==> src/rtl/brc_pkg.sv <==
package brc_pkg;
  // function code values follow the branch encoding decoded upstream
  typedef enum logic [2:0] {
    FN_EQ  = 3'b000,
    FN_NE  = 3'b001,
    FN_LT  = 3'b100,
    FN_GE  = 3'b101,
    FN_LTU = 3'b110,
    FN_GEU = 3'b111
  } br_fn_e;

  typedef struct packed {
    logic zero;
    logic borrow;
    logic ovf;
    logic sign;
  } sub_flags_t;
endpackage

==> src/rtl/brc_sub.sv <==
module brc_sub
  import brc_pkg::*;
#(
  parameter int WIDTH = 32
) (
  input  logic [WIDTH-1:0] a_i,
  input  logic [WIDTH-1:0] b_i,
  output logic [WIDTH-1:0] diff_o,
  output sub_flags_t       flags_o
);
  localparam int MSB = WIDTH - 1;

  logic [WIDTH-1:0] nb;
  logic [WIDTH-1:0] low;
  logic             c_msb_in;
  logic             c_msb_out;
  logic             msb_sum;

  assign nb = ~b_i;
  // a + ~b + 1 split at the msb so the carry into it is visible
  assign low       = {1'b0, a_i[MSB-1:0]} + {1'b0, nb[MSB-1:0]} + WIDTH'(1);
  assign c_msb_in  = low[MSB];
  assign msb_sum   = a_i[MSB] ^ nb[MSB] ^ c_msb_in;
  assign c_msb_out = (a_i[MSB] & nb[MSB]) | (a_i[MSB] & c_msb_in) | (nb[MSB] & c_msb_in);

  assign diff_o         = {msb_sum, low[MSB-1:0]};
  assign flags_o.zero   = ~|diff_o;
  assign flags_o.borrow = ~c_msb_out;
  assign flags_o.ovf    = c_msb_in ^ c_msb_out;
  assign flags_o.sign   = msb_sum;

  logic [WIDTH:0] wide_diff;
  assign wide_diff = {a_i[MSB], a_i} - {b_i[MSB], b_i};

  always_comb begin

    borrow_chk: assert (flags_o.borrow == (a_i < b_i));

    slt_wide_chk: assert (wide_diff[WIDTH] == (flags_o.sign ^ flags_o.ovf));
  end
endmodule

==> src/rtl/brc_decide.sv <==
module brc_decide
  import brc_pkg::*;
#(
  parameter int WIDTH  = 32,
  parameter bit EQ_XOR = 1'b1
) (
  input  logic [WIDTH-1:0] a_i,
  input  logic [WIDTH-1:0] b_i,
  input  logic [2:0]       func_i,
  input  sub_flags_t       flags_i,
  output logic             taken_o,
  output logic             gt_s_o,
  output logic             gt_u_o
);
  logic eq;
  logic lt_s;
  logic lt_u;

  generate
    if (EQ_XOR) begin : g_eq_xor
      assign eq = ~|(a_i ^ b_i);
    end else begin : g_eq_sub
      assign eq = flags_i.zero;
    end
  endgenerate

  assign lt_s   = flags_i.sign ^ flags_i.ovf;
  assign lt_u   = flags_i.borrow;
  assign gt_s_o = ~flags_i.zero & ~lt_s;
  assign gt_u_o = ~flags_i.zero & ~lt_u;

  always_comb begin
    unique case (func_i)
      FN_EQ:   taken_o = eq;
      FN_NE:   taken_o = ~eq;
      FN_LT:   taken_o = lt_s;
      FN_GE:   taken_o = ~lt_s;
      FN_LTU:  taken_o = lt_u;
      FN_GEU:  taken_o = ~lt_u;
      default: taken_o = 1'b0;
    endcase
  end

  always_comb begin

    eq_src_chk: assert (eq == flags_i.zero);

    rsvd_fn_chk: assert (!(func_i[2:1] == 2'b01 && taken_o));
  end
endmodule

==> src/rtl/brc_unit.sv <==
module brc_unit
  import brc_pkg::*;
#(
  parameter int WIDTH   = 32,
  parameter bit REG_OUT = 1'b1,
  parameter bit EQ_XOR  = 1'b1
) (
  input  logic        clk_i,
  input  logic        rst_ni,
  input  logic [31:0] a_i,
  input  logic [31:0] b_i,
  input  logic [2:0]  func_i,
  output logic        taken_o,
  output logic        zero_o,
  output logic        borrow_o,
  output logic        ovf_o,
  output logic        sign_o,
  output logic        gt_s_o,
  output logic        gt_u_o,
  output logic [31:0] diff_o
);
  localparam int RES_W = WIDTH + 7;

  logic [WIDTH-1:0] diff_c;
  sub_flags_t       flags_c;
  logic             taken_c;
  logic             gt_s_c;
  logic             gt_u_c;
  logic [RES_W-1:0] res_c;
  logic [RES_W-1:0] res_q;

  brc_sub #(.WIDTH(WIDTH)) i_sub (
    .a_i    (a_i),
    .b_i    (b_i),
    .diff_o (diff_c),
    .flags_o(flags_c)
  );

  brc_decide #(.WIDTH(WIDTH), .EQ_XOR(EQ_XOR)) i_decide (
    .a_i    (a_i),
    .b_i    (b_i),
    .func_i (func_i),
    .flags_i(flags_c),
    .taken_o(taken_c),
    .gt_s_o (gt_s_c),
    .gt_u_o (gt_u_c)
  );

  assign res_c = {taken_c, flags_c.zero, flags_c.borrow, flags_c.ovf,
                  flags_c.sign, gt_s_c, gt_u_c, diff_c};

  generate
    if (REG_OUT) begin : g_reg
      always_ff @(posedge clk_i or negedge rst_ni) begin
        if (!rst_ni) res_q <= '0;
        else         res_q <= res_c;
      end


      zero_flags_chk: assert property (@(posedge clk_i) disable iff (!rst_ni)
        zero_o |-> (!borrow_o && !ovf_o && !gt_s_o && !gt_u_o));
    end else begin : g_comb
      assign res_q = res_c;
    end
  endgenerate

  assign {taken_o, zero_o, borrow_o, ovf_o, sign_o, gt_s_o, gt_u_o, diff_o} = res_q;
endmodule

==> config.mk <==
export PLATFORM = sky130hd
export DESIGN_NAME = brc_unit
export DESIGN_NICKNAME = d
export VERILOG_FILES = /design/src/rtl/brc_pkg.sv /design/src/rtl/brc_sub.sv /design/src/rtl/brc_decide.sv /design/src/rtl/brc_unit.sv
export SDC_FILE = /design/constraint.sdc
export NUM_CORES = 1
export LEC_CHECK = 0
export BUFFER_PORTS_ARGS = -buffer_cell sky130_fd_sc_hd__buf_2
export CAP_MARGIN = 40
export CORE_MARGIN = 1.5
export CORE_UTILIZATION = 35
export DETAILED_ROUTE_END_ITERATION = 10
export GPL_ROUTABILITY_DRIVEN = 0
export MAX_ROUTING_LAYER = met4
export PLACE_DENSITY_LB_ADDON = 0.15
export SLEW_MARGIN = 0
export SYNTH_ARGS = -nofsm -noshare
export SYNTH_HDL_FRONTEND = slang
export SYNTH_SLANG_ARGS = --single-unit
==> constraint.sdc <==
create_clock -name clk_i -period 1.2 [get_ports clk_i]
set_input_delay 0.18 -clock clk_i [delete_from_list [all_inputs] [get_ports clk_i]]
set_output_delay 0.18 -clock clk_i [all_outputs]
set_load 0.05 [all_outputs]
==> metrics.txt <==
Layout Nets 801; ys async rst share 100%; Most used DFF post-synth dfrtp_1; Final ANT Viol Nets 0; share of cells above drive strength 1 between 60% and 70%; area leader, netlist dfrtp_1; DR vias around 4200; post-route cell area between 0.006 and 0.007 mm²; Fin Hold WS 0.0798 ns; Inserted Clock Buffers 5; Pwr Total 6.88 mW; vias in the first global route 4357; status complete, but fails checks; DP HPWL slightly above 9000 µm; Via density 5.03; Mean Syn Cell Area 8.36 µm²; H-tree depth 2; CTS tree built; FF+latch count, synth 38; die area 0.0102 mm²; sum of buffers and inverters on the critical path 3; root buf cell clkbuf_8; Netlist Area Pre-Place 0.00335 mm²; setup ws final -2.53 ns; Clk pin slew, worst setup/hold paths 0.07 ns; placed insts between 700 and 800; routed wire length per instance around 15 µm; cell area after placement between 0.005 and 0.006 mm²; hold crit path type input pin to flip-flop; RSZ-0062 raised after global routing yes; initial antenna violation count 0; Crit path largest cell delay 0.53 ns; Yosys cell types 68; largest net degree at the start of global routing 39; drc violations 0; # IOs 108; share of the synthesized area in the top cell type approximately 28%; port bufs between 100 and 150; maximum VDD drop around 740 µV; Routed WL approximately 13000 µm; grt ovf 0; kind of critical path input pin to flip-flop; Worst-Margin Slew roughly 0.48 ns; Yosys warnings 0; crit path cell chain buf_6 > inv_4 > ha_4 > nand3_4 > a211oi_4 > o21ai_2 > a2111oi_4 > o2111ai_2 > nand3_2 > a21oi_2 > inv_1 > fa_2 > or4_4 > nor3_4 > nand2_1 > nor4_2 > nor4b_2 > and4b_1 > and4_1; area occupied by multi-input gates between 0.003 and 0.004 mm²; dpl ws -2.87 ns; gr usage total 25.3%; critical path launch point type input pin; setup TNS -30.64 ns; core area 0.00924 mm²; register area share after synthesis 28.4%; synthesis-to-finish area growth 102%; Highest Clock Rate 0.268 GHz; Final period util 311%; failing checks setup timing; Slew HR 68.0%; max reg flops 38; CP Data Required Time 1.42 ns; Cell Count, Final, Fillers Out 826; Worst path slowest cell or4_4; EDFF count, synth 0; CP delay by family, top simple AND/OR/NAND/NOR gates; die height 101 µm; Final Hold Vio Count 0; Fill cells 675; largest register by flop count res_q; # setup viols final 34; CTS sink cnt 38; Clock Path Buffers 2; Mapped Nets 505; Core Util, Final 73.4%; Ant. Diodes 0; 1st-pass router iterations 4; MaxCap Viol Count 0; Synth area leaders dfrtp_1 28%, ha_1 12%, a21oi_1 5.4%, inv_1 5.2%, nand2_1 3.7%; Leakage Power 3.18 nW; CP max FO 4; Initial DRC Count ~190; fin. max-slew vios 0; clock period minus worst slack 3.73 ns; CP endpoint kind flip-flop; CP arrival between 3 and 4 ns; first-pass GRT wire length 19900 µm; FP Rows 35; initial core utilization 36.3%; Reg area around 950 µm²; biggest regs res_q (38); Synth Instances ~400; Power per Cell Area 1010 mW/mm²; die width 101 µm
==> layout make-up <==
| cell class | instances | share of cell area (%) |
|---|---|---|
| Timing Repair Buffer | 300 | 34.0 |
| Clock inverter | 2 | 0.148 |
| Tap cell | 129 | 2.38 |
| Multi-Input combinational cell | 306 | 45.3 |
| Clock buffer | 5 | 1.02 |
| Sequential cell | 38 | 14.0 |
| Inverter | 46 | 3.14 |
==> layer usage <==
metal | routed length (µm) | GRT usage, % | part of all wire [%]
met1 | 5150 | 29.4 | 41
met2 | 6550 | 45.3 | 52
met3 | 608 | 3.40 | 4.8
met4 | 267 | 7.48 | 2.1
met5 | 0 | - | 0
==> final timing paths <==
| path | from | end | slack (ns) | cells past startpoint |
|---|---|---|---|---|
| worst max-delay path | b_i[7] | res_q[37]$_DFF_PN0_ | -2.53 | 19 |
| worst min-delay path | func_i[2] | res_q[38]$_DFF_PN0_ | 0.08 | 2 |
| max in group asynchronous | rst_ni | res_q[35]$_DFF_PN0_ | 0.59 | 3 |
| min in group asynchronous | rst_ni | res_q[21]$_DFF_PN0_ | 0.41 | 3 |
==> where the power goes <==
| group | leakage (nW) | switching, mW | internal (mW) |
|---|---|---|---|
| registers | 0.445 | 0.0711 | 1.52 |
| logic | 2.70 | 2.49 | 1.93 |
| clock network | 0.0438 | 0.474 | 0.391 |
| total | 3.18 | 3.04 | 3.84 |
==> synth_stat cells, types with 4 or more instances <==
| library cell | instances |
|---|---|
| nor4_1 | 7 |
| a211oi_1 | 4 |
| ha_1 | 32 |
| nand4_1 | 9 |
| o21ai_1 | 4 |
| and3_1 | 4 |
| xnor2_1 | 11 |
| buf_2 | 5 |
| o21ai_0 | 14 |
| nor3_1 | 15 |
| nor2_1 | 24 |
| xor2_1 | 9 |
| a21o_1 | 10 |
| dfrtp_1 | 38 |
| nand2_1 | 33 |
| a21oi_1 | 36 |
| inv_1 | 46 |
| nand3_1 | 8 |
| and2_1 | 6 |
| or3_1 | 8 |
| clkbuf_1 | 4 |
| o21bai_1 | 4 |
==> layout by cell type (no fill, tap or decap), drive strengths merged, types with 5 or more instances in the layout <==
cell,n
nand4,9
a21oi,38
buf,299
o21ai,19
or3,8
a211oi,5
a21boi,5
and2,6
nand2,33
clkbuf,5
xnor2,11
ha,32
dfrtp,38
nand3,9
xor2,9
nor4,8
inv,46
nor3,16
nor2,24
a21o,11
==> logic make-up after synthesis <==
logic type                 share of synthesized area [%]
AOI/OAI and AO/OA                                   23.2
DFF                                                 28.4
xor gates and xnor gates                            5.23
adders and majority gates                           13.7
buffers and inverters                               6.80
and+or+nand+nor                                     21.7
muxes                                              0.971
==> repair_timing <==
item | 4_1_cts | 5_1_grt
gates resized for setup | 128 | 61
cloned | 0 | 0
endpoints found under the setup margin | 34 | 35
hold endpoints to repair | 38 | 0
hold buffers | 1 | 0
setup buffers | 52 | 13
pin swaps | 58 | 36
Power figures use the tool's default switching activity.
